### config.mk
export PLATFORM = sky130hd
export DESIGN_NAME = hcmd_port
export DESIGN_NICKNAME = d
export VERILOG_FILES = /design/src/rtl/hcmd_pkg.sv /design/src/rtl/hcmd_decode.sv /design/src/rtl/hcmd_ctrl.sv /design/src/rtl/hcmd_regfile.sv /design/src/rtl/hcmd_port.sv
export SDC_FILE = /design/constraint.sdc
export NUM_CORES = 1
export LEC_CHECK = 0
export CELL_PAD_IN_SITES_DETAIL_PLACEMENT = 0
export CELL_PAD_IN_SITES_GLOBAL_PLACEMENT = 2
export CORE_AREA = 2 2 104 157
export DETAILED_ROUTE_END_ITERATION = 16
export DIE_AREA = 0 0 106 159
export PLACE_DENSITY_LB_ADDON = 0.12
export SLEW_MARGIN = 30
export SYNTH_ARGS = -nofsm -noshare
export SYNTH_HDL_FRONTEND = slang
export SYNTH_SLANG_ARGS = --single-unit
### constraint.sdc
create_clock -name clk -period 2.3 [get_ports clk]
set_input_delay 0.69 -clock clk [delete_from_list [all_inputs] [get_ports clk]]
set_output_delay 0.69 -clock clk [all_outputs]
set_load 0.005 [all_outputs]
### src/rtl/hcmd_pkg.sv
package hcmd_pkg;
  localparam int CODE_W  = 4;
  localparam int NUM_OPS = 11;

  typedef enum logic [CODE_W-1:0] {
    OP_LINK_RATE  = 4'd0,
    OP_CH_OPEN    = 4'd1,
    OP_CH_CLOSE   = 4'd2,
    OP_IPCH_OPEN  = 4'd3,
    OP_IPCH_CLOSE = 4'd4,
    OP_TX_READY   = 4'd5,
    OP_FLOW_READY = 4'd6,
    OP_ADD_BUF    = 4'd7,
    OP_INDIRECT   = 4'd8,
    OP_RX_CONGEST = 4'd9,
    OP_BRM_SEND   = 4'd10
  } op_e;

  // A code is defined when it falls inside the command table.
  function automatic logic code_known(input logic [CODE_W-1:0] c);
    return int'(c) < NUM_OPS;
  endfunction

  // Commands that consume the extended register as operand.
  function automatic logic takes_operand(input logic [CODE_W-1:0] c, input logic ipoa);
    case (c)
      OP_INDIRECT, OP_ADD_BUF: return 1'b1;
      OP_TX_READY:             return ipoa;
      default:                 return 1'b0;
    endcase
  endfunction

  // Commands whose completion overwrites the command register with an indication.
  function automatic logic returns_ind(input logic [CODE_W-1:0] c);
    case (c)
      OP_CH_OPEN, OP_CH_CLOSE, OP_IPCH_OPEN, OP_IPCH_CLOSE,
      OP_TX_READY, OP_ADD_BUF: return 1'b1;
      default:                 return 1'b0;
    endcase
  endfunction
endpackage

### src/rtl/hcmd_decode.sv
module hcmd_decode
  import hcmd_pkg::*;
(
  input  logic [CODE_W-1:0] code,
  input  logic              ipoa,
  output logic              known,
  output logic              use_ext,
  output logic              give_ind
);
  always_comb begin
    known    = code_known(code);
    use_ext  = known && takes_operand(code, ipoa);
    give_ind = known && returns_ind(code);
  end
endmodule

### src/rtl/hcmd_ctrl.sv
module hcmd_ctrl (
  input  logic clk,
  input  logic rst_n,
  input  logic cmd_wr,
  input  logic code_ok,
  input  logic exe_done,
  input  logic err_clr,
  output logic busy,
  output logic exe_start,
  output logic drop_err,
  output logic accept_evt,
  output logic bad_evt,
  output logic drop_evt,
  output logic finish_evt
);
  always_comb begin
    accept_evt = cmd_wr && !busy && code_ok;
    bad_evt    = cmd_wr && !busy && !code_ok;
    drop_evt   = cmd_wr && busy;
    finish_evt = busy && exe_done;
  end

  always_ff @(posedge clk or negedge rst_n) begin
    if (!rst_n) begin
      busy      <= 1'b0;
      exe_start <= 1'b0;
      drop_err  <= 1'b0;
    end else begin
      exe_start <= accept_evt;
      if (accept_evt)      busy <= 1'b1;
      else if (finish_evt) busy <= 1'b0;
      if (drop_evt)        drop_err <= 1'b1;
      else if (err_clr)    drop_err <= 1'b0;
    end
  end
endmodule

### src/rtl/hcmd_regfile.sv
module hcmd_regfile
  import hcmd_pkg::*;
#(
  parameter int DATA_W   = 32,
  parameter int STAT_W   = 8,
  parameter int STAT_LSB = 16
) (
  input  logic              clk,
  input  logic              rst_n,
  input  logic              ext_wr,
  input  logic [DATA_W-1:0] wdata,
  input  logic              accept_evt,
  input  logic              bad_evt,
  input  logic              finish_evt,
  input  logic              use_ext,
  input  logic              give_ind,
  input  logic [STAT_W-1:0] exe_status,
  input  logic [DATA_W-1:0] exe_rdata,
  input  logic              exe_rdata_vld,
  output logic [DATA_W-1:0] cmd_body,
  output logic [DATA_W-1:0] ext_q,
  output logic [DATA_W-1:0] arg_q,
  output logic [CODE_W-1:0] kind_q
);
  localparam int BUSY_BIT = DATA_W - 1;
  localparam int IND_BIT  = DATA_W - 2;
  localparam int BAD_BIT  = DATA_W - 3;

  logic ind_q;

  function automatic logic [DATA_W-1:0] body_word(input logic [DATA_W-1:0] w);
    logic [DATA_W-1:0] r;
    r = w;
    r[BUSY_BIT] = 1'b0;
    r[IND_BIT]  = 1'b0;
    r[BAD_BIT]  = 1'b0;
    return r;
  endfunction

  function automatic logic [DATA_W-1:0] ind_word(input logic [CODE_W-1:0] c,
                                                 input logic [STAT_W-1:0] s);
    logic [DATA_W-1:0] r;
    r = '0;
    r[IND_BIT] = 1'b1;
    r[STAT_LSB +: STAT_W] = s;
    r[CODE_W-1:0] = c;
    return r;
  endfunction

  function automatic logic [DATA_W-1:0] bad_word(input logic [CODE_W-1:0] c);
    logic [DATA_W-1:0] r;
    r = '0;
    r[BAD_BIT] = 1'b1;
    r[CODE_W-1:0] = c;
    return r;
  endfunction

  always_ff @(posedge clk or negedge rst_n) begin
    if (!rst_n) begin
      cmd_body <= '0;
      arg_q    <= '0;
      kind_q   <= '0;
      ind_q    <= 1'b0;
    end else if (accept_evt) begin
      cmd_body <= body_word(wdata);
      arg_q    <= use_ext ? ext_q : '0;
      kind_q   <= wdata[CODE_W-1:0];
      ind_q    <= give_ind;
    end else if (bad_evt) begin
      cmd_body <= bad_word(wdata[CODE_W-1:0]);
    end else if (finish_evt && ind_q) begin
      cmd_body <= ind_word(kind_q, exe_status);
    end
  end

  // Result write-back takes priority over a host write in the same cycle.
  always_ff @(posedge clk or negedge rst_n) begin
    if (!rst_n)                          ext_q <= '0;
    else if (finish_evt && exe_rdata_vld) ext_q <= exe_rdata;
    else if (ext_wr)                     ext_q <= wdata;
  end
endmodule

### src/rtl/hcmd_port.sv
module hcmd_port
  import hcmd_pkg::*;
#(
  parameter int DATA_W   = 32,
  parameter int STAT_W   = 8,
  parameter int STAT_LSB = 16,
  parameter int IPOA_BIT = 4
) (
  input  logic              clk,
  input  logic              rst_n,
  input  logic              hst_wr_en,
  input  logic              hst_wr_sel,
  input  logic [DATA_W-1:0] hst_wr_data,
  input  logic              hst_err_clr,
  output logic [DATA_W-1:0] rd_cmd,
  output logic [DATA_W-1:0] rd_ext,
  output logic              drop_err,
  output logic              exe_start,
  output logic [CODE_W-1:0] exe_kind,
  output logic [DATA_W-1:0] exe_arg,
  input  logic              exe_done,
  input  logic [STAT_W-1:0] exe_status,
  input  logic [DATA_W-1:0] exe_rdata,
  input  logic              exe_rdata_vld
);
  localparam int BUSY_BIT = DATA_W - 1;

  logic cmd_wr, ext_wr;
  logic known, use_ext, give_ind;
  logic busy;
  logic accept_evt, bad_evt, drop_evt, finish_evt;
  logic [DATA_W-1:0] cmd_body;

  assign cmd_wr = hst_wr_en && !hst_wr_sel;
  assign ext_wr = hst_wr_en && hst_wr_sel;

  hcmd_decode u_dec (
    .code     (hst_wr_data[CODE_W-1:0]),
    .ipoa     (hst_wr_data[IPOA_BIT]),
    .known    (known),
    .use_ext  (use_ext),
    .give_ind (give_ind)
  );

  hcmd_ctrl u_ctrl (
    .clk        (clk),
    .rst_n      (rst_n),
    .cmd_wr     (cmd_wr),
    .code_ok    (known),
    .exe_done   (exe_done),
    .err_clr    (hst_err_clr),
    .busy       (busy),
    .exe_start  (exe_start),
    .drop_err   (drop_err),
    .accept_evt (accept_evt),
    .bad_evt    (bad_evt),
    .drop_evt   (drop_evt),
    .finish_evt (finish_evt)
  );

  hcmd_regfile #(
    .DATA_W   (DATA_W),
    .STAT_W   (STAT_W),
    .STAT_LSB (STAT_LSB)
  ) u_regs (
    .clk           (clk),
    .rst_n         (rst_n),
    .ext_wr        (ext_wr),
    .wdata         (hst_wr_data),
    .accept_evt    (accept_evt),
    .bad_evt       (bad_evt),
    .finish_evt    (finish_evt),
    .use_ext       (use_ext),
    .give_ind      (give_ind),
    .exe_status    (exe_status),
    .exe_rdata     (exe_rdata),
    .exe_rdata_vld (exe_rdata_vld),
    .cmd_body      (cmd_body),
    .ext_q         (rd_ext),
    .arg_q         (exe_arg),
    .kind_q        (exe_kind)
  );

  always_comb begin
    rd_cmd = cmd_body;
    rd_cmd[BUSY_BIT] = busy;
  end
endmodule

Yosys cells after proc, flatten, opt, wreduce, memory -nomap -nowiden
Index checks and enable logic that the tools add are counted.
{"block": "totals", "ff_bits": 103, "in_bits": 79, "out_inout_bits": 102, "word_cells": 48}
{"block": "classes", "n_lt_le_gt_ge": 1, "n_eq_ne": 7, "muxes": 12, "reduce_logical": 20}
{"op": "$mux W32", "count": 3}
{"op": "$mux W31", "count": 3}
{"op": "$eq A4 B3 Y1 const B", "count": 3}
{"op": "$logic_and A1 B1 Y1", "count": 11}
{"op": "$eq A4 B2 Y1 const B", "count": 2}
{"op": "$reduce_bool A2 Y1", "count": 3}
{"op": "$reduce_or A6 Y1", "count": 1}
{"op": "$mux W1", "count": 5}
{"op": "$eq A4 B1 Y1 const B", "count": 1}
{"op": "$eq A4 B4 Y1 const B", "count": 1}
{"op": "$lt A4 B4 Y1 const B", "count": 1}
{"op": "$logic_not A1 Y1", "count": 3}
{"op": "$reduce_bool A3 Y1", "count": 1}
{"op": "$pmux W1 S2", "count": 1}
{"op": "$reduce_or A2 Y1", "count": 1}

Longest topological paths before layout
Gate-level depths: netlist of run 1.
{"block": "logic_depth", "depth_word": 6, "depth_mapped": 6, "mapped_depth_nobuf": 4}

Modules after synthesis
From an unflattened synthesis of run 1, not the netlist that was laid out.
{"block": "hier_totals", "cells_unflattened": 369, "area_unflattened_um2": 4511.8}
{"mod": "hcmd_regfile", "n_inst": 1, "cells_per_inst": 346, "area_each_um2": 4304.1, "seq_area_each_um2": 2502.4}
{"mod": "hcmd_ctrl", "n_inst": 1, "cells_per_inst": 11, "area_each_um2": 127.6, "seq_area_each_um2": 75.1}
{"mod": "hcmd_decode", "n_inst": 1, "cells_per_inst": 9, "area_each_um2": 56.3, "seq_area_each_um2": 0.0}
{"mod": "hcmd_port", "n_inst": 1, "cells_per_inst": 3, "area_each_um2": 23.8, "seq_area_each_um2": 0.0}

Least setup slack after synthesis of run 1
Ideal clock, no wire load.
{"block": "synth_timing", "path_type": "input to register", "from": "in hst_wr_data[0]", "to": "reg u_regs.kind_q[0]", "setup_time_ns": 0.125, "t_arrival_ns": 1.732, "required_time_ns": 2.175, "setup_slack_ns": 0.444, "stages": 6, "n_path_buf": 2, "path_cell_list": "buf_2 a21oi_1 o21ai_2 inv_2 buf_4 mux2_2"}
{"block": "synth_between", "elab_chain_len": 2}
{"element": "from (decl)", "line_no": "hcmd_port.sv:13", "rtl": "input logic [DATA_W-1:0] hst_wr_data,"}
{"element": "$lt A4 B4 Y1", "line_no": "hcmd_pkg.sv:21", "rtl": "return int'(c) < NUM_OPS;"}
{"element": "$logic_and A1 B1 Y1", "line_no": "hcmd_ctrl.sv:17", "rtl": "accept_evt = cmd_wr && !busy && code_ok;"}
{"element": "to (signal assigned)", "line_no": "hcmd_regfile.sv:67", "rtl": "kind_q <= wdata[CODE_W-1:0];"}
{"element": "to (decl)", "line_no": "hcmd_regfile.sv:23", "rtl": "output logic [CODE_W-1:0] kind_q"}
Several ways; a longest one is shown, not always the timed one.
A chain may end at the register's enable or synchronous reset.

Worst setup path after layout of run 1
{"block": "layout_timing", "from": "reg u_ctrl.busy", "to": "out rd_cmd[31]"}
{"element": "from (decl)", "line_no": "hcmd_ctrl.sv:8", "rtl": "output logic busy,"}
{"element": "from (signal assigned)", "line_no": "hcmd_ctrl.sv:25", "rtl": "busy <= 1'b0;"}
{"element": "from (signal assigned)", "line_no": "hcmd_ctrl.sv:30", "rtl": "if (accept_evt) busy <= 1'b1;"}
{"element": "from (signal assigned)", "line_no": "hcmd_ctrl.sv:31", "rtl": "else if (finish_evt) busy <= 1'b0;"}
{"element": "to (decl)", "line_no": "hcmd_port.sv:15", "rtl": "output logic [DATA_W-1:0] rd_cmd,"}
No word-level cell between the ends.

==> results.sh, run 1 <==
export IMPL_min_period_over_period_pct=93.3
export IMPL_grt_pass1_wl_microns=21600
export IMPL_sequentialPowerShare_pct=44.4
export IMPL_power_density_nw_per_um2=791
export IMPL_avgViaCountPerCell=4.66
export IMPL_grt_pass1_vias=3619
export IMPL_cts_hold_buf=0
export IMPL_core_sq_um=15500
export IMPL_worstSetupEndpointType="output port"
export IMPL_wl_microns=13900
export IMPL_rows=56
export IMPL_routabilityCongestion=0.740
export IMPL_hold_ws_ns=0.258
export IMPL_drc=0
export IMPL_comb_power_share_pct=26.3
export IMPL_period_needed_ns=2.15
export IMPL_p_sw_share_pct=26.6
export IMPL_fin_tns_setup_ns=0
export IMPL_yosys_top_cells_count="103 x dfrtp_1, 46 x a22o_1, 46 x nand2_1"
export IMPL_start_util_pct=27.6
export IMPL_die_x_microns=106
export IMPL_crit_family="buffers and inverters"
export IMPL_timing_rr_end="u_regs.cmd_body[4]$_DFFE_PN0P_"
export IMPL_clock_power_share_pct=29.3
export IMPL_io_pins=181
export IMPL_insertion_delay_ns=0.34
export IMPL_path_buf_inv=1
export IMPL_hold_path_class="in2async"
export IMPL_path_clk_slew_ns=0.07
export IMPL_p_int_mw=3.91
export IMPL_htree_levels=3
export IMPL_yosysTopAreaCellShare_pct=60.3
export IMPL_drv_slew=0
export IMPL_nets=613
export IMPL_crit_arrival_ns=1.46
export IMPL_yosysTopAreaCell="dfrtp_1"
export IMPL_leakagePower_nw=3.03
export IMPL_crit_fanout=8
export IMPL_crit_required_ns=1.61
export IMPL_cts_buffers=9
export IMPL_start_kind="flop"
export IMPL_fillerInstances=1490
export IMPL_critPathLaunch="u_ctrl.busy$_DFFE_PN0P_"
export IMPL_ys_top_cells_by_area="dfrtp_1 60%, mux2i_1 10%, a22o_1 9.4%"
export IMPL_die_h_microns=159
export IMPL_ys_async_sr_fraction_pct=100
export IMPL_ff2ff_setup_slack_ns=0.75
export IMPL_ys_types=32
export IMPL_clkSinkCount=103
export IMPL_max_stage_delay_ns=0.57
export IMPL_syn_area_sq_um=4270
export IMPL_wl_per_cell_microns=18.8
export IMPL_ys_warn_count=0
export IMPL_io_buffers=180
export IMPL_die_area_sq_um=16900
export IMPL_cts_tree="done"
export IMPL_ir_worst_vdd_mv=0.336
export IMPL_synth_most_common_cell="dfrtp_1"
export IMPL_place_worst_setup_slack_ns=-0.00415
export IMPL_num_vias=3458
export IMPL_synth_seq_cells=103
export IMPL_finalSetupViolations=0
export IMPL_drt_iter0_markers=102
export IMPL_ys_seq_area_share_pct=60.3
export IMPL_worst_pin_slew_ns=0.366
export IMPL_first_pass_iters=4
export IMPL_finalClockSkew_ns=0.0134
export IMPL_status="finished clean"
export IMPL_synthToLayoutAreaGrowth_pct=57.6
export IMPL_drive_gt1_share_pct=10.6
export IMPL_synth_fp_nets=425
export IMPL_crit_cells=1
export IMPL_maxCapViolCount=0
export IMPL_p_sw_mw=1.42
export IMPL_critPathSlowestCell="clkdlybuf4s50_1"
export IMPL_layout_setup_ws_ns=0.155
export IMPL_fmax_ghz=0.466
export IMPL_syn_inst=346
export IMPL_hpwl_microns=9980
export IMPL_antenna_found_initial=0
export IMPL_hold_viol_final=0
export IMPL_rsz0062_at_grt="false"
export IMPL_grt_max_degree=65
export IMPL_ant_nets=0
export IMPL_crit_reg2reg_launch="u_ctrl.busy$_DFFE_PN0P_"
export IMPL_postCtsSetupRepairBufs=0
export IMPL_slew_headroom_pct=75.6
export IMPL_antenna_cells=0
export IMPL_avgSynthCellArea_sq_um=12.3
export IMPL_yosys_most_used_dff="dfrtp_1"
export IMPL_fin_util_pct=43.5
export IMPL_cts_resized=0
export IMPL_synth_edff_count=0
export IMPL_reg2reg_depth=3
export IMPL_cts_root_buf="clkbuf_16"
export IMPL_crit_chain="clkdlybuf4s50_1"
export IMPL_gr_total_overflow=0
export IMPL_criticalPathCategory="reg2out"
export IMPL_clock_path_buffers=2
export IMPL_grtUsageTotal_pct=16.8
## power groups by stage
stage | sequential (mW) | clock [mW] | combinational (mW)
4_1_cts | 2.37 | 1.60 | 1.44
2_1_floorplan | 2.38 | 0 | 0.428
3_5_place_dp | 2.40 | 0 | 1.43
3_3_place_gp | 2.40 | 0 | 1.42
6_report | 2.36 | 1.56 | 1.40
5_1_grt | 2.41 | 1.68 | 1.53
## metrics by stage
step / area [sq um] / power [mW] / instances
2_1_floorplan: 4270 / 2.81 / 346
3_3_place_gp: 6440 / 3.82 / 726
3_5_place_dp: 6440 / 3.83 / 726
4_1_cts: 6730 / 5.41 / 742
5_1_grt: 6730 / 5.62 / 742
6_report: 6730 / 5.33 / 742
## worst max path at each step
stage / endpoint / slack (ns)
floorplan: u_regs.kind_q[0]$_DFFE_PN0P_ / 0.44
global placement: u_regs.cmd_body[26]$_DFFE_PN0P_ / -0.02
detailed placement: u_regs.cmd_body[25]$_DFFE_PN0P_ / -0.004
CTS: rd_cmd[31] / 0.13
global route: rd_cmd[31] / 0.08
finish: rd_cmd[31] / 0.15
## logic make-up (layout without fill, tap and decap cells)
kind of cell           Yosys count  count (layout)  share of synthesized area (%)
muxes                           46              46                           10.8
buffers and inverters           33             226                           4.54
and+or+nand+nor                 58              58                           6.47
AOI/OAI and AO/OA              106             106                           17.8
DFF                            103             103                           60.3
## sequential cells by signal, summed over array words and instances, names as in the netlist
| register | count |
|---|---|
| u_ctrl.busy | 1 |
| u_ctrl.drop_err | 1 |
| u_ctrl.exe_start | 1 |
| u_regs.arg_q | 32 |
| u_regs.cmd_body | 31 |
| u_regs.ext_q | 32 |
| u_regs.ind_q | 1 |
| u_regs.kind_q | 4 |
## area by class of cell
| type | count | area (sq um) | area share, % |
|---|---|---|---|
| clock buffer | 11 | 233 | 3.46 |
| clock inverter | 5 | 63.8 | 0.948 |
| inverter | 5 | 18.8 | 0.279 |
| multi-input combinational | 210 | 1510 | 22.5 |
| sequential | 103 | 2580 | 38.3 |
| tap | 203 | 254 | 3.77 |
| timing repair buffer | 205 | 2070 | 30.8 |
## layer usage
metal / track usage (%) / vias up / share of wire, %
met3: 3.27 / 7 / 4.7
met5: 0 / - / 0
met2: 30.5 / 103 / 55
met1: 20.1 / 1721 / 40
li1: - / 1627 / -
met4: 4.43 / 0 / 0.83
## placed cells by master (no fill, tap or decap), drive strengths merged, types with 2 or more instances in the layout
cell type / instances
o22ai: 8
clkbuf: 11
nor4b: 2
a21oi: 5
inv: 7
mux2: 2
nor2: 3
o21ai: 37
mux2i: 44
dfrtp: 103
a22o: 52
buf: 26
nand2: 46
clkdlybuf4s50: 179
Note: power is estimated with default switching activity, not from simulation.
==> inputs of run 2 (changes only) <==
SKIP_CTS_REPAIR_TIMING = 1   (was default)
==> results of run 2 <==
Same layout as run 1: the final DEF is identical, and so are final timing and power.
